$ cat config.mk
export PLATFORM = sky130hd
export DESIGN_NAME = vcap_decim_port
export DESIGN_NICKNAME = d
export VERILOG_FILES = /design/src/rtl/vcap_pkg.sv /design/src/rtl/vcap_front.sv /design/src/rtl/vcap_hfilt.sv /design/src/rtl/vcap_pack.sv /design/src/rtl/vcap_fifo.sv /design/src/rtl/vcap_decim_port.sv
export SDC_FILE = /design/constraint.sdc
export NUM_CORES = 1
export LEC_CHECK = 0
export CAP_MARGIN = 40
export CORE_ASPECT_RATIO = 1.4
export CORE_MARGIN = 3
export CORE_UTILIZATION = 55
export DETAILED_ROUTE_END_ITERATION = 8
export DONT_BUFFER_PORTS = 1
export PLACE_DENSITY = 0.68
export SYNTH_ARGS = -nofsm -noshare
export SYNTH_HDL_FRONTEND = slang
export SYNTH_SLANG_ARGS = --single-unit
export TNS_END_PERCENT = 1
$ cat constraint.sdc
create_clock -name clk -period 4.42 [get_ports clk]
set_input_delay 0.442 -clock clk [delete_from_list [all_inputs] [get_ports clk]]
set_output_delay 0.442 -clock clk [all_outputs]
set_load 0.005 [all_outputs]
$ cat src/rtl/vcap_pkg.sv
package vcap_pkg;

    typedef enum logic [1:0] {
        CAP_NOFIELD = 2'd0,
        CAP_BLANK   = 2'd1,
        CAP_ACTIVE  = 2'd2
    } cap_state_t;

    localparam int NUM_CH = 3;
    localparam int CH_Y   = 0;
    localparam int CH_CB  = 1;
    localparam int CH_CR  = 2;

endpackage

$ cat src/rtl/vcap_front.sv
module vcap_front
    import vcap_pkg::*;
#(
    parameter int SW = 8
) (
    input  logic            clk,
    input  logic            rst_n,
    input  logic            mode_wide,
    input  logic [2*SW-1:0] vid_data,
    input  logic            line_valid,
    input  logic            field_valid,
    output logic            y_en,
    output logic [SW-1:0]   y_smp,
    output logic            c_en,
    output logic            c_is_cr,
    output logic [SW-1:0]   c_smp,
    output logic            line_clr
);

    cap_state_t state, state_nx;
    logic [1:0] phase;
    logic [1:0] ph;
    logic       take;
    logic       start;

    assign take  = field_valid && line_valid;
    assign start = take && (state != CAP_ACTIVE);
    assign ph    = start ? 2'd0 : phase;

    always_comb begin
        state_nx = state;
        unique case (state)
            CAP_NOFIELD: begin
                if (field_valid) state_nx = line_valid ? CAP_ACTIVE : CAP_BLANK;
            end
            CAP_BLANK: begin
                if (!field_valid)    state_nx = CAP_NOFIELD;
                else if (line_valid) state_nx = CAP_ACTIVE;
            end
            CAP_ACTIVE: begin
                if (!field_valid)     state_nx = CAP_NOFIELD;
                else if (!line_valid) state_nx = CAP_BLANK;
            end
            default: state_nx = CAP_NOFIELD;
        endcase
    end

    // state register and component phase
    always_ff @(posedge clk) begin
        if (!rst_n) begin
            state <= CAP_NOFIELD;
            phase <= 2'd0;
        end else begin
            state <= state_nx;
            if (take) phase <= ph + 2'd1;
        end
    end

    // registered component decode
    always_ff @(posedge clk) begin
        if (!rst_n) begin
            y_en     <= 1'b0;
            y_smp    <= '0;
            c_en     <= 1'b0;
            c_is_cr  <= 1'b0;
            c_smp    <= '0;
            line_clr <= 1'b0;
        end else begin
            y_en     <= 1'b0;
            c_en     <= 1'b0;
            line_clr <= start;
            if (take) begin
                if (mode_wide) begin
                    y_en    <= 1'b1;
                    y_smp   <= vid_data[SW-1:0];
                    c_en    <= 1'b1;
                    c_is_cr <= ph[0];
                    c_smp   <= vid_data[2*SW-1:SW];
                end else begin
                    unique case (ph)
                        2'd0: begin
                            c_en    <= 1'b1;
                            c_is_cr <= 1'b0;
                            c_smp   <= vid_data[SW-1:0];
                        end
                        2'd2: begin
                            c_en    <= 1'b1;
                            c_is_cr <= 1'b1;
                            c_smp   <= vid_data[SW-1:0];
                        end
                        default: begin
                            y_en  <= 1'b1;
                            y_smp <= vid_data[SW-1:0];
                        end
                    endcase
                end
            end
        end
    end

    // the narrow bus never yields luma and chroma together
    assert_narrow_single_R1: assert property (@(posedge clk) disable iff (!rst_n)
        (y_en && c_en) |-> $past(mode_wide));

    // a line-start marker always travels with an accepted sample
    assert_clr_with_sample_R4: assert property (@(posedge clk) disable iff (!rst_n)
        line_clr |-> (y_en || c_en));

endmodule

$ cat src/rtl/vcap_hfilt.sv
module vcap_hfilt #(
    parameter int SW = 8
) (
    input  logic          clk,
    input  logic          rst_n,
    input  logic          clr,
    input  logic          en,
    input  logic [SW-1:0] x,
    output logic          o_vld,
    output logic [SW-1:0] o_byte
);

    logic [SW-1:0] h1, h2;
    logic          odd;
    logic [SW-1:0] h1_e, h2_e;
    logic          odd_e;
    logic [SW+1:0] sum;

    always_comb begin
        h1_e  = clr ? '0 : h1;
        h2_e  = clr ? '0 : h2;
        odd_e = clr ? 1'b0 : odd;
        sum   = {2'b00, h2_e} + {1'b0, h1_e, 1'b0} + {2'b00, x} + (SW+2)'(2);
    end

    always_ff @(posedge clk) begin
        if (!rst_n) begin
            h1     <= '0;
            h2     <= '0;
            odd    <= 1'b0;
            o_vld  <= 1'b0;
            o_byte <= '0;
        end else begin
            o_vld <= 1'b0;
            if (en) begin
                h2  <= h1_e;
                h1  <= x;
                odd <= ~odd_e;
                if (odd_e) begin
                    o_vld  <= 1'b1;
                    o_byte <= SW'(sum >> 2);
                end
            end else if (clr) begin
                h1  <= '0;
                h2  <= '0;
                odd <= 1'b0;
            end
        end
    end

    // decimation by two never emits on two consecutive cycles
    assert_no_back_to_back_R3: assert property (@(posedge clk) disable iff (!rst_n)
        o_vld |=> !o_vld);

endmodule

$ cat src/rtl/vcap_pack.sv
module vcap_pack #(
    parameter int SW    = 8,
    parameter int LANES = 4
) (
    input  logic                clk,
    input  logic                rst_n,
    input  logic                clr,
    input  logic                a_vld,
    input  logic [SW-1:0]       a_byte,
    input  logic                b_vld,
    input  logic [SW-1:0]       b_byte,
    output logic                wr_en,
    output logic [LANES*SW-1:0] wr_word
);

    localparam int FW = $clog2(LANES);
    localparam logic [FW-1:0] LAST = FW'(LANES - 1);

    logic [SW-1:0]       slot   [LANES];
    logic [SW-1:0]       slot_n [LANES];
    logic [FW-1:0]       fill, fill_nx;
    logic                done_nx;
    logic [LANES*SW-1:0] word_nx;
    logic                in_v [2];
    logic [SW-1:0]       in_b [2];

    always_comb begin
        in_v[0] = a_vld;
        in_b[0] = a_byte;
        in_v[1] = b_vld;
        in_b[1] = b_byte;
        for (int i = 0; i < LANES; i++) slot_n[i] = slot[i];
        fill_nx = clr ? '0 : fill;
        done_nx = 1'b0;
        word_nx = '0;
        for (int k = 0; k < 2; k++) begin
            if (in_v[k]) begin
                slot_n[fill_nx] = in_b[k];
                if (fill_nx == LAST) begin
                    done_nx = 1'b1;
                    for (int j = 0; j < LANES; j++) word_nx[j*SW +: SW] = slot_n[j];
                    fill_nx = '0;
                end else begin
                    fill_nx = fill_nx + FW'(1);
                end
            end
        end
    end

    always_ff @(posedge clk) begin
        if (!rst_n) begin
            for (int i = 0; i < LANES; i++) slot[i] <= '0;
            fill    <= '0;
            wr_en   <= 1'b0;
            wr_word <= '0;
        end else begin
            for (int i = 0; i < LANES; i++) slot[i] <= slot_n[i];
            fill  <= fill_nx;
            wr_en <= done_nx;
            if (done_nx) wr_word <= word_nx;
        end
    end

    // at most two bytes per cycle, so words are never written back to back
    assert_word_spacing_R6: assert property (@(posedge clk) disable iff (!rst_n)
        wr_en |=> !wr_en);

endmodule

$ cat src/rtl/vcap_fifo.sv
module vcap_fifo #(
    parameter int WW     = 32,
    parameter int DEPTH  = 32,
    parameter int THRESH = 8
) (
    input  logic          clk,
    input  logic          rst_n,
    input  logic          wr_en,
    input  logic [WW-1:0] wr_word,
    input  logic          rd_en,
    output logic [WW-1:0] rd_data,
    output logic          rd_empty,
    output logic          dma_req,
    output logic          overflow
);

    localparam int AW = $clog2(DEPTH);
    localparam logic [AW:0]   DEPTH_L  = (AW+1)'(DEPTH);
    localparam logic [AW:0]   THRESH_L = (AW+1)'(THRESH);
    localparam logic [AW-1:0] PTR_LAST = AW'(DEPTH - 1);

    logic [WW-1:0] mem [DEPTH];
    logic [AW-1:0] wr_ptr, rd_ptr;
    logic [AW:0]   count;
    logic          full, push, pop;

    assign full     = (count == DEPTH_L);
    assign rd_empty = (count == '0);
    assign push     = wr_en && !full;
    assign pop      = rd_en && !rd_empty;
    assign rd_data  = mem[rd_ptr];
    assign dma_req  = (count >= THRESH_L);

    always_ff @(posedge clk) begin
        if (push) mem[wr_ptr] <= wr_word;
    end

    always_ff @(posedge clk) begin
        if (!rst_n) begin
            wr_ptr   <= '0;
            rd_ptr   <= '0;
            count    <= '0;
            overflow <= 1'b0;
        end else begin
            if (push) wr_ptr <= (wr_ptr == PTR_LAST) ? '0 : wr_ptr + AW'(1);
            if (pop)  rd_ptr <= (rd_ptr == PTR_LAST) ? '0 : rd_ptr + AW'(1);
            unique case ({push, pop})
                2'b10:   count <= count + (AW+1)'(1);
                2'b01:   count <= count - (AW+1)'(1);
                default: count <= count;
            endcase
            if (wr_en && full) overflow <= 1'b1;
        end
    end

    // fill level never exceeds the storage
    assert_level_bound_R8: assert property (@(posedge clk) disable iff (!rst_n)
        count <= DEPTH_L);

    // reaching the threshold raises the request on the next cycle
    assert_dma_rise_R9: assert property (@(posedge clk) disable iff (!rst_n)
        (push && !pop && count == THRESH_L - (AW+1)'(1)) |=> dma_req);

    // the overflow flag is sticky
    assert_ovf_sticky_R10: assert property (@(posedge clk) disable iff (!rst_n)
        overflow |=> overflow);

    // a write into a full FIFO moves no write pointer
    assert_full_drop_R10: assert property (@(posedge clk) disable iff (!rst_n)
        (wr_en && full) |=> $stable(wr_ptr));

    // a read request on an empty FIFO leaves the read pointer alone
    assert_empty_read_R12: assert property (@(posedge clk) disable iff (!rst_n)
        (rd_en && rd_empty) |=> $stable(rd_ptr));

endmodule

$ cat src/rtl/vcap_decim_port.sv
module vcap_decim_port
    import vcap_pkg::*;
#(
    parameter int SAMPLE_W   = 8,
    parameter int WORD_LANES = 4,
    parameter int FIFO_DEPTH = 32,
    parameter int DMA_THRESH = 8
) (
    input  logic                         clk,
    input  logic                         rst_n,
    input  logic                         mode_wide,
    input  logic [2*SAMPLE_W-1:0]        vid_data,
    input  logic                         line_valid,
    input  logic                         field_valid,
    input  logic                         rd_en,
    output logic [WORD_LANES*SAMPLE_W-1:0] rd_data,
    output logic                         rd_empty,
    output logic                         dma_req,
    output logic                         overflow
);

    localparam int WW = WORD_LANES * SAMPLE_W;

    logic                y_en, c_en, c_is_cr, line_clr;
    logic [SAMPLE_W-1:0] y_smp, c_smp;
    logic                clr_q;

    logic                ch_en   [NUM_CH];
    logic [SAMPLE_W-1:0] ch_x    [NUM_CH];
    logic                ch_vld  [NUM_CH];
    logic [SAMPLE_W-1:0] ch_byte [NUM_CH];

    logic                chroma_vld;
    logic [SAMPLE_W-1:0] chroma_byte;
    logic                pk_wr;
    logic [WW-1:0]       pk_word;

    vcap_front #(.SW(SAMPLE_W)) u_front (
        .clk         (clk),
        .rst_n       (rst_n),
        .mode_wide   (mode_wide),
        .vid_data    (vid_data),
        .line_valid  (line_valid),
        .field_valid (field_valid),
        .y_en        (y_en),
        .y_smp       (y_smp),
        .c_en        (c_en),
        .c_is_cr     (c_is_cr),
        .c_smp       (c_smp),
        .line_clr    (line_clr)
    );

    always_comb begin
        ch_en[CH_Y]  = y_en;
        ch_x[CH_Y]   = y_smp;
        ch_en[CH_CB] = c_en && !c_is_cr;
        ch_x[CH_CB]  = c_smp;
        ch_en[CH_CR] = c_en && c_is_cr;
        ch_x[CH_CR]  = c_smp;
    end

    for (genvar g = 0; g < NUM_CH; g++) begin : g_chan
        vcap_hfilt #(.SW(SAMPLE_W)) u_filt (
            .clk    (clk),
            .rst_n  (rst_n),
            .clr    (line_clr),
            .en     (ch_en[g]),
            .x      (ch_x[g]),
            .o_vld  (ch_vld[g]),
            .o_byte (ch_byte[g])
        );
    end

    // packer clear follows the filter stage by one register
    always_ff @(posedge clk) begin
        if (!rst_n) clr_q <= 1'b0;
        else        clr_q <= line_clr;
    end

    assign chroma_vld  = ch_vld[CH_CB] || ch_vld[CH_CR];
    assign chroma_byte = ch_vld[CH_CR] ? ch_byte[CH_CR] : ch_byte[CH_CB];

    vcap_pack #(.SW(SAMPLE_W), .LANES(WORD_LANES)) u_pack (
        .clk     (clk),
        .rst_n   (rst_n),
        .clr     (clr_q),
        .a_vld   (chroma_vld),
        .a_byte  (chroma_byte),
        .b_vld   (ch_vld[CH_Y]),
        .b_byte  (ch_byte[CH_Y]),
        .wr_en   (pk_wr),
        .wr_word (pk_word)
    );

    vcap_fifo #(.WW(WW), .DEPTH(FIFO_DEPTH), .THRESH(DMA_THRESH)) u_fifo (
        .clk      (clk),
        .rst_n    (rst_n),
        .wr_en    (pk_wr),
        .wr_word  (pk_word),
        .rd_en    (rd_en),
        .rd_data  (rd_data),
        .rd_empty (rd_empty),
        .dma_req  (dma_req),
        .overflow (overflow)
    );

    // the two chroma filters never produce in the same cycle
    assert_chroma_exclusive_R2: assert property (@(posedge clk) disable iff (!rst_n)
        !(ch_vld[CH_CB] && ch_vld[CH_CR]));

endmodule

==> results of run 1 <==
-- logic make-up (layout without fill, tap and decap cells) --
group                    Yosys count  in the layout  share of synthesized area, %
flip-flops                      1208           1208                         70.73
adder cells (fa/ha/maj)           67             67                         1.999
AND/OR/NAND/NOR                  471            471                         4.390
AO/OA/AOI/OAI                    306            306                         4.099
multiplexers                     404            404                         16.61
buffers and inverters            204            361                         1.848
XOR/XNOR                          18             18                        0.3238
-- metrics by stage --
stage	cells	total power (µW)	utilization (%)
floorplan	2678	12550	-
global placement	3768	12580	57.90
detailed placement	3787	12580	58.21
CTS	4005	22040	62.50
global route	4005	22510	62.50
finish	4005	21880	62.50
-- final timing paths --
path	from	to	slack, ns
max reg2reg	u_fifo.count[2]	u_fifo.count[2]	0.96
min	vid_data[0]	u_front.c_smp[0]	0.04
max	flip-flop	rd_data[25]	0.59
min reg2reg	g_chan[1].u_filt.h2[0]	g_chan[1].u_filt.h2[0]	0.46
-- metal layers --
metal	up-vias	track usage [%]
met4	0	7.593
met1	13263	31.93
li1	10808	-
met2	998	44.95
met3	185	4.549
met5	-	0
-- registers in the layout (all words and copies together), names as in the netlist, 6 cells and up, named ones only --
register	cells
u_fifo.count	6
u_pack.wr_word	32
g_chan.u_filt.h2	24
u_fifo.mem	1024
g_chan.u_filt.h1	24
u_front.y_smp	8
u_pack.slot	24
g_chan.u_filt.o_byte	24
u_front.c_smp	8
-- critical path: stages, from the launching register on --
cell and delay, ns:
dfxtp_4 0.67, buf_12 0.28, buf_4 0.28, mux4_2 0.58, mux4_2 0.57, mux2_2 0.32
-- layout make-up --
| cell class | count | area share (%) |
|---|---|---|
| Inverter | 38 | 0.2656 |
| Clock inverter | 76 | 1.371 |
| Sequential cell | 1208 | 63.03 |
| Tap cell | 1170 | 2.679 |
| Timing Repair Buffer | 116 | 2.486 |
| Clock buffer | 131 | 5.272 |
| Multi-Input combinational cell | 1266 | 24.89 |
-- placed cells by master, fill, tap and decap left out, types with 14 or more instances in the layout --
cell type	netlist	layout
o211a_1	19	19
clkinv_2	0	25
mux2i_1	52	52
a211oi_1	57	57
mux4_2	320	320
clkinv_1	1	25
mux2_2	32	32
o21ai_0	27	27
edfxtp_1	1024	1024
a21oi_1	113	113
clkbuf_1	103	14
buf_12	0	28
nand2_1	138	138
nor3_1	28	28
dfxtp_1	184	179
buf_4	19	65
nor2_1	181	149
clkbuf_16	0	109
nand3_1	20	20
ha_1	49	49
nor2b_1	44	44
o21a_1	25	25
fa_1	18	18
inv_1	34	34
nor2_4	0	32
-- power by group through the flow --
stage	registers (µW)	clock network, µW	logic (µW)
final	12200	9530	151
after global routing	12200	10100	169
after CTS	12200	9690	152
after detailed placement	12400	0	137
after global placement	12400	0	132
after floorplan	12400	0	110
-- repair_timing --
item	CTS	global route
setup endpoints to repair	0	0
hold buffers	11	0
hold endpoints to repair	36	0
==> out/results.tsv, run 1 <==
stage	metric	value	unit
synth	synth_edf_count	1024	
final_layout	syn_to_final_growth	12.26	%
synth	synthFlopType	edfxtp_1	
routing	highest-signal-layer	met4	
clocking	cts_setup_buffers	0	
placed_design	place_area	50900	µm²
synth	syn_inst	2678	
routing	route.met2.wl	60.76	mm
min_path	hold-path-cell-count	2	
setup_path	r2r_cells	10	
synth	synth-async-reset-ratio	0	%
sta	fin_crit	3.827	ns
power_and_ir_drop	p_sw_share	19.51	%
routing	vias	25254	
clocking	cts_tree	done	
synth	synth_common_cells	1024 x edfxtp_1, 320 x mux4_2, 184 x dfxtp_1	
floorplan	die_y	358.0	µm
routing	wl_per_cell	28.56	µm
placed_design	place_ws	0.9560	ns
floorplan	core	87440	µm²
run	maxCapViolations	0	
sta	post-route-period-util	86.57	%
clocking	cts_root_buffer	clkbuf_16	
floorplan	rows	128	
clocking	worstSkewPairLatency	0.69	ns
power_and_ir_drop	vdd_drop_max	418.5	µV
clocking	cts_made_buffers	109	
synth	synth_nets	2767	
routing	wirelength	114.4	mm
setup_path	setup.worst_path.class	reg -> out	
grt	grt_pass1_vias	26180	
placed_design	dp_hpwl	70.77	mm
sta	fmax	0.2613	GHz
run_status	status	finished, final reports clean	
setup_path	crit_arrival	3.38	ns
synth	synth_seq_area_share	70.73	%
power_and_ir_drop	p_clk_share	43.6	%
routing	dr.pass1.iters	6	
synth	synth_top_area_share	63.16	%
clocking	clock_path_buffers	3	
placed_design	gp_congestion	0.8961	
grt	grt_overflow	0	
routing	vias_per_cell	6.306	
sta	grt_setup_unrepaired	no	
routing	wl_met1	42.49	mm
final_layout	regArea	34450	µm²
synth	synth_seq_cells	1208	
final_layout	num_antenna_cells	0	
sta	fin_ws	0.5935	ns
routing	dr_wl_met3	8.057	mm
grt	grt_pass1_wl	170.9	mm
clocking	cts_sinks	1208	
power_and_ir_drop	combPwrFrac	0.7	%
sta	slew_viol_final	0	
setup_path	cp-end-kind	output port	
floorplan	die_area	92170	µm²
sta	setup-tns-final	0	ns
sta	setup_viol	0	
synth	yosysMostFrequentCell	edfxtp_1	
power_and_ir_drop	switchingPower	4269	µW
synth	yosys_warnings	0	
setup_path	cp_max_fo	22	
floorplan	io_pins	57	
routing	ant_nets	0	
min_path	hold_path_class	in -> reg	
synth	avgSynthCellArea	18.18	µm²
final_layout	stdcell_area	54650	µm²
sta	worst_pin_slew	0.9154	ns
synth	yosysUniqueCellTypes	66	
power_and_ir_drop	p_int	17610	µW
setup_path	cp-start-kind	flip-flop	
synth	netlist_top_cells_area	edfxtp_1 63%, mux4_2 15%, dfxtp_1 7.6%, nor2_1 1.4%, ha_1 1.3%	
placed_design	portBuffers	0	
final_layout	multi_input_comb_area	13600	µm²
routing	drtIter0Drc	2371	
clocking	h-tree-depth	3	
grt	grt_antenna_before_repair	1	
power_and_ir_drop	pwr-share-seq	55.8	%
floorplan	die_x	257.5	µm
power_and_ir_drop	p_leak	0.01752	µW
sta	timing_hold_violations_final	0	
final_layout	fillers	6115	
setup_path	cp_data_required_time	3.98	ns
synth	yosysTopAreaCell	edfxtp_1	
sta	slew_headroom	37.23	%
routing	drc_errors	0	
final_layout	layout-drive-gt1-share	23.88	%
clocking	cts_resized	0	
final_layout	nets	2828	
grt	grt_usage	25.28	%
sta	whs	0.03857	ns
power_and_ir_drop	pwr_density_cell	400.4	nW/µm²
clocking	clk_pin_slew	0.06	ns
floorplan	initial_core_util	55.67	%
sta	clock_skew	0.02503	ns
synth	syn_area	48680	µm²
grt	grt_max_degree	84	
(Power assumes the default switching activity.)
==> inputs of run 2 (changes only) <==
- GPL_TIMING_DRIVEN: default -> 0
==> run 2 against run 1 <==
  * Clock-buffer cell count up 8
  * Largest power group unchanged
  * Sequential cell count unchanged
  * Hold slack worse by 0.0053 ns
  * Setup slack worse by 0.54 ns
  * Non-clock buffer count up 161
  * Sequential share of layout area down 1.4 points
  * Critical path type unchanged
  * First-iteration DRC count up 28%
  * Via count up 4.9%
  * Cell count up 3.8%
  * Clock skew up 0.0086 ns
  * Die area unchanged
  * Global-route usage up 2.7 points
==> out/results.tsv, run 2 (synthesis results as in run 1) <==
stage	metric	value	unit	change
run_status	status	finished, final reports clean		
grt	grt_usage	27.93	%	+2.7 points
final_layout	syn_to_final_growth	14.75	%	
sta	fin_crit	4.367	ns	+0.5409 ns
floorplan	initial_core_util	55.67	%	unchanged
floorplan	die_y	358.0	µm	unchanged
clocking	cts_sinks	1208		unchanged
floorplan	die_x	257.5	µm	unchanged
sta	whs	0.03330	ns	-0.005262 ns
placed_design	dp.cells	3940		+4.0%
routing	ant_nets	0		unchanged
final_layout	fillers	6015		-1.6%
floorplan	die_area	92170	µm²	unchanged
min_path	hold_path_class	in -> reg		
sta	slew_viol_final	0		unchanged
final_layout	multi_input_comb_area	13590	µm²	about the same
final_layout	num_antenna_cells	0		unchanged
grt	grt_overflow	0		unchanged
floorplan	core	87440	µm²	unchanged
sta	slew_headroom	35.71	%	-1.5 points
final_layout	instances_no_fill	4158		+3.8%
final_layout	regArea	34430	µm²	about the same
placed_design	portBuffers	0		unchanged
final_layout	stdcell_area	55870	µm²	+2.2%
final_layout	utilization	63.89	%	+1.4 points
setup_path	r2r_start	u_fifo.count[2]		
min_path	min_to	u_front.c_smp[6]		
clocking	cts_resized	0		unchanged
sta	setup_viol	0		unchanged
grt	grt_max_degree	34		-60%
setup_path	setup.worst_path.class	reg -> out		
sta	worst_pin_slew	0.9630	ns	+0.04758 ns
setup_path	path_cells	clkbuf_1 -> buf_1 -> mux4_2 -> mux4_2 -> mux2_2		
sta	grt_setup_unrepaired	no		
final_layout	largest_reg_flops	1024		unchanged
power_and_ir_drop	p_leak	0.01792	µW	+2.3%
setup_path	crit_arrival	3.93	ns	+0.55 ns
setup_path	cp-end-kind	output port		
placed_design	gp_congestion	0.8706		-2.8%
min_path	hold-path-cell-count	2		unchanged
setup_path	cpMaxStageDelayCell	buf_1		
routing	drc_errors	0		unchanged
final_layout	largestRegisters	u_fifo.mem: 1024 flops, u_pack.wr_word: 32 flops		
power_and_ir_drop	pwr_density_cell	390.7	nW/µm²	-2.4%
routing	vias	26493		+4.9%
final_layout	final_common_cell	edfxtp_1		
min_path	min_from	vid_data[14]		
routing	wl_per_cell	30.28	µm	+6.0%
setup_path	cp-start-kind	flip-flop		
grt	grt_pass1_vias	27370		+4.5%
setup_path	cp_max_fo	10		-55%
routing	drtIter0Drc	3046		+28%
grt	grt_antenna_before_repair	0		-1
final_layout	layout-drive-gt1-share	23.09	%	-0.79 points
run	maxCapViolations	0		unchanged
grt	grt_pass1_wl	185.7	mm	+8.7%
routing	dr.pass1.iters	5		-1
clocking	clk_pin_slew	0.06	ns	about the same
clocking	cts_made_buffers	110		+0.92%
final_layout	final_cell_mix	1024 x edfxtp_1, 320 x mux4_2, 184 x dfxtp_1, 149 x nor2_1, 138 x nand2_1		
floorplan	io_pins	57		unchanged
placed_design	place_area	52100	µm²	+2.4%
setup_path	r2r_end	u_fifo.count[2]		
routing	vias_per_cell	6.372		+1.0%
setup_path	crit_top_cell	mux4_2		
floorplan	rows	128		unchanged
setup_path	r2r_cells	12		+2
final_layout	nets	2990		+5.7%
placed_design	dp_hpwl	84.69	mm	+20%
clocking	worstSkewPairLatency	0.70	ns	about the same
final_layout	regMostFlops	u_fifo.mem		
sta	clock_skew	0.03360	ns	+0.008572 ns
clocking	cts_root_buffer	clkbuf_16		
routing	wirelength	125.9	mm	+10%
sta	post-route-period-util	98.81	%	+12 points
clocking	cts_tree	done		
setup_path	slowest_delay	0.77	ns	+0.10 ns
setup_path	r2r_setup_slack	0.78	ns	-0.18 ns
power_and_ir_drop	vdd_drop_max	359.1	µV	-14%
clocking	h-tree-depth	3		unchanged
sta	timing_hold_violations_final	0		unchanged
clocking	clock_path_buffers	3		unchanged
setup_path	cp_data_required_time	3.98	ns	about the same
sta	fmax	0.2290	GHz	-12%
==> run 2: final cells by class <==
| cell class | instances | share of cell area [%] |
|---|---|---|
| sequential | 1208 | 61.63 |
| multi-input combinational | 1266 | 24.33 |
| clock buffer | 139 | 5.324 |
| timing repair buffer | 111 | 3.418 |
| tap | 1170 | 2.620 |
| buffer | 166 | 1.355 |
| clock inverter | 60 | 1.064 |
| inverter | 38 | 0.2553 |
==> run 2: stage by stage <==
stage / total power, µW / TNS (ns) / worst slack, ns
after global routing: 22380 / 0 / 0.001395
after detailed placement: 12620 / 0 / 0.7758
after CTS: 21920 / 0 / 0.02839
after global placement: 12610 / -769.50 / -0.9801
final: 21820 / 0 / 0.05258
after floorplan: 12550 / 0 / 1.230
==> run 2: metal layers <==
metal / vias to the layer above / GRT usage, % / wire [µm]
met5: - / 0 / 0
met4: 0 / 10.46 / 4781
met3: 262 / 4.500 / 9346
met2: 1254 / 47.99 / 64660
met1: 13842 / 36.32 / 47110
li1: 11135 / - / -
==> run 2: report_power, final <==
group / internal [µW] / leakage [µW] / switching (µW)
Clock: 5290 / 0.00173 / 4140
Combinational: 61.3 / 0.00523 / 126
Sequential: 12200 / 0.0110 / 20.3
Total: 17500 / 0.0179 / 4290
==> run 2: worst max-delay path by stage <==
| stage | startpoint | end | slack, ns | depth (start not counted) |
|---|---|---|---|---|
| floorplan | u_fifo.count[2] | u_fifo.count[2] | 1.23 | 12 |
| global placement | u_fifo.count[0] | u_fifo.mem[22][19] | -0.98 | 5 |
| detailed placement | flip-flop | rd_data[27] | 0.78 | 5 |
| CTS | flip-flop | rd_data[27] | 0.03 | 5 |
| global route | flip-flop | rd_data[27] | 0.001 | 5 |
| finish | flip-flop | rd_data[27] | 0.05 | 5 |
==> run 2: timing repair <==
action                                 4_1_cts  5_1_grt
endpoints found under the hold margin       18        0
hold buffers                                15        0
setup buffers                                0        0
==> run 2: worst max-delay path, delay by kind of cell (launching register included) <==
| family | cells | cell delay (ns) |
|---|---|---|
| mux | 3 | 1.29 |
| flops | 1 | 0.47 |
| buf+inv | 2 | 1.46 |
==> inputs of run 3 (changes only) <==
- ABC_AREA: default -> 1
- SYNTH_HIERARCHICAL: default -> 1
==> run 3 against run 2 <==
  * Clock-buffer cell count up 6
  * Cell count rose by 58%
  * Clock power is 0.7% lower
  * Die area grew 7.9%
  * Area after synthesis up 8.1%
  * Final area is 7.3% higher
  * Power is 30% higher
  * Sequential cell count up 4
  * Synthesized cell count is 88% higher
  * Wire length up 35%
  * Clock skew increased by 0.0015 ns
  * Non-clock buffer count rose by 125
==> out/results.tsv, run 3 <==
stage	metric	value	unit	change
clocking	cts_made_buffers	112		+1.8%
synth	avgSynthCellArea	10.43	µm²	-43%
setup_path	crit_arrival	3.19	ns	-0.74 ns
power_and_ir_drop	p_clk_share	32.9	%	-10 points
clocking	worstSkewPairLatency	0.74	ns	+0.04 ns
setup_path	cp_data_required_time	3.98	ns	about the same
sta	slew_headroom	36.60	%	+0.89 points
final_layout	largest_reg_flops	1024		unchanged
final_layout	layout-drive-gt1-share	11.53	%	-12 points
synth	yosysTopAreaCell	edfxtp_1		
clocking	clock_path_buffers	3		unchanged
run	maxCapViolations	0		unchanged
synth	synth_seq_cells	1212		+0.33%
floorplan	core	94350	µm²	+7.9%
synth	syn_area	52620	µm²	+8.1%
sta	grt_setup_unrepaired	no		
power_and_ir_drop	combPwrFrac	23.8	%	+23 points
routing	dr.pass1.iters	7		+2
floorplan	die_area	99470	µm²	+7.9%
synth	synth_common_cells	1643 x nand2_1, 1024 x edfxtp_1, 816 x nand3_1		
sta	slew_viol_final	0		unchanged
clocking	cts_tree	done		
final_layout	nets	5357		+79%
final_layout	syn_to_final_growth	13.94	%	
floorplan	io_pins	57		unchanged
synth	yosys_warnings	6		+6
setup_path	cp-start-kind	flip-flop		
synth	yosysMostFrequentCell	nand2_1		
synth	synth-async-reset-ratio	0	%	unchanged
sta	post-route-period-util	82.16	%	-17 points
floorplan	rows	133		+3.9%
final_layout	final_cell_mix	1643 x nand2_1, 1024 x edfxtp_1, 816 x nand3_1, 322 x a21oi_1, 228 x inv_1		
routing	vias	39388		+49%
synth	synth_edf_count	1024		unchanged
sta	worst_pin_slew	0.9487	ns	-0.01427 ns
setup_path	slowest_delay	0.40	ns	-0.37 ns
setup_path	cp-end-kind	output port		
power_and_ir_drop	p_sw_share	31.92	%	+12 points
power_and_ir_drop	vdd_drop_max	330.4	µV	-8.0%
floorplan	initial_core_util	55.77	%	+0.094 points
synth	yosysUniqueCellTypes	45		-32%
sta	setup_viol	0		unchanged
synth	synth_seq_area_share	65.59	%	-5.1 points
sta	timing_hold_violations_final	0		unchanged
power_and_ir_drop	p_int	19390	µW	+11%
clocking	h-tree-depth	3		unchanged
setup_path	cpMaxStageDelayCell	clkbuf_1		
routing	wirelength	169.4	mm	+35%
clocking	cts_sinks	1212		+0.33%
min_path	hold_path_class	in -> reg		
clocking	cts_resized	0		unchanged
routing	wl_per_cell	25.80	µm	-15%
synth	synth_nets	5131		+85%
floorplan	die_x	267.4	µm	+3.9%
placed_design	dp_hpwl	120.6	mm	+42%
synth	synthFlopType	edfxtp_1		
final_layout	regMostFlops	u_fifo/mem		
synth	syn_inst	5044		+88%
grt	grt_pass1_wl	243.3	mm	+31%
placed_design	place_area	56250	µm²	+8.0%
grt	grt_overflow	0		unchanged
routing	drc_errors	0		unchanged
setup_path	setup.worst_path.class	reg -> out		
grt	grt_pass1_vias	38140		+39%
setup_path	path_cells	buf_2 -> inv_2 -> buf_2 -> clkbuf_1 -> a21oi_1 -> o31ai_1 -> a21oi_1		
sta	clock_skew	0.03511	ns	+0.001511 ns
final_layout	largestRegisters	u_fifo/mem: 1024 flops, u_pack/wr_word: 32 flops, u_pack/slot: 28 flops		
grt	grt_usage	33.90	%	+6.0 points
clocking	clk_pin_slew	0.06	ns	about the same
clocking	holdBufCountCts	19		+4
routing	drtIter0Drc	4077		+34%
setup_path	cp_num_buf_inv	4		+2
routing	ant_nets	0		unchanged
setup_path	cp_max_fo	10		unchanged
setup_path	crit_family	buffers and inverters		
placed_design	gp_congestion	0.9484		+8.9%
final_layout	fillers	7413		+23%
power_and_ir_drop	switchingPower	9091	µW	+110%
grt	grt_max_degree	29		-15%
final_layout	stdcell_area	59960	µm²	+7.3%
synth	synth_top_area_share	58.44	%	-4.7 points
power_and_ir_drop	power	28480	µW	+30%
sta	fin_crit	3.632	ns	-0.7358 ns
floorplan	die_y	372.0	µm	+3.9%
power_and_ir_drop	pwr-share-seq	43.3	%	-13 points
final_layout	final_common_cell	nand2_1		
power_and_ir_drop	p_leak	0.02270	µW	+27%
clocking	cts_root_buffer	clkbuf_16		
run_status	status	finished, final reports clean		
synth	netlist_top_cells_area	edfxtp_1 58%, nand2_1 12%, nand3_1 7.8%, dfxtp_1 7.2%, a21oi_1 3.1%		
sta	setup-tns-final	0	ns	unchanged
grt	grt_antenna_before_repair	4		+4
sta	fmax	0.2754	GHz	+20%
placed_design	portBuffers	0		unchanged
routing	vias_per_cell	5.997		-5.9%
clocking	cts_setup_buffers	0		unchanged
power_and_ir_drop	pwr_density_cell	475.0	nW/µm²	+22%
==> run 3: cell types whose count changed in the layout (fill, tap and decap cells not counted), sizes merged, moves of 176 or more <==
cell   previous run  this run
nand2           138      1665
nand3            20       823
mux4            320         0
a21oi           113       322
inv              40       249
buf             157       333
==> run 3: power by group through the flow <==
stage	Sequential [µW]	Clock, µW	Combinational, µW
finish	12300	9360	6770
global route	12300	9900	7240
CTS	12300	9440	6610
detailed placement	12600	0	6550
global placement	12600	0	6420
floorplan	12600	0	4210
==> run 3: per-stage QoR <==
step	setup WS, ns	util (%)	hold WS, ns	cells
4_1_cts	0.8380	63.52	0.001231	6565
3_5_place_dp	1.368	59.61	0.4308	6350
3_3_place_gp	-1.321	57.38	0.4260	6259
5_1_grt	0.7744	63.54	0.04069	6567
6_report	0.7883	63.54	0.03094	6568
2_1_floorplan	1.600	-	0.4215	5044
==> run 3: worst paths after layout <==
check                           depth (start not counted)                  from                     end  slack (ns)
worst max-delay path                                    7             flip-flop              rd_data[9]        0.79
worst min-delay path                                    4          vid_data[10]        u_front/c_smp[2]        0.03
worst max register to register                          7       u_fifo/count[0]       u_fifo/mem[7][24]        1.32
worst min register to register                          2  g_chan[0].u_filt/odd  g_chan[0].u_filt/o_vld        0.44
==> run 3: layout make-up <==
type	count	area, µm²	area share [%]
clock buffer	145	3062	5.107
timing repair buffer	112	2091	3.487
inverter	250	955.9	1.594
clock inverter	51	420.4	0.7012
tap	1215	1520	2.536
buffer	290	1777	2.963
multi-input combinational	3292	15620	26.04
antenna	1	2.502	0.004174
sequential	1212	34510	57.56
==> run 3: worst reg2reg max path, stage by stage (launching register included) <==
cell	delay, ns
dfxtp_1	0.42
nor2_1	0.11
nand4_1	0.11
nand2_2	0.15
nor2_1	0.18
clkinv_1	0.59
nor2_4	0.98
buf_16	0.26
==> run 3: layer usage <==
| metal | vias up | global-route usage (%) | share of wire [%] |
|---|---|---|---|
| li1 | 17761 | - | - |
| met3 | 639 | 5.223 | 8.9 |
| met4 | 4 | 23.66 | 7.9 |
| met2 | 2271 | 60.16 | 50 |
| met1 | 18713 | 37.18 | 33 |
| met5 | - | 0 | 0.017 |
==> run 3: logic make-up (layout without fill, tap and decap cells) <==
| kind of cell | Yosys count | count (layout) | synth area share (%) |
|---|---|---|---|
| other | 0 | 1 | 0 |
| xor gates and xnor gates | 14 | 14 | 0.2330 |
| buffers and inverters | 540 | 848 | 5.193 |
| and+or+nand+nor | 2740 | 2740 | 21.92 |
| AOI/OAI and AO/OA | 473 | 473 | 5.267 |
| DFF | 1212 | 1212 | 65.59 |
| adders and majority gates | 65 | 65 | 1.802 |
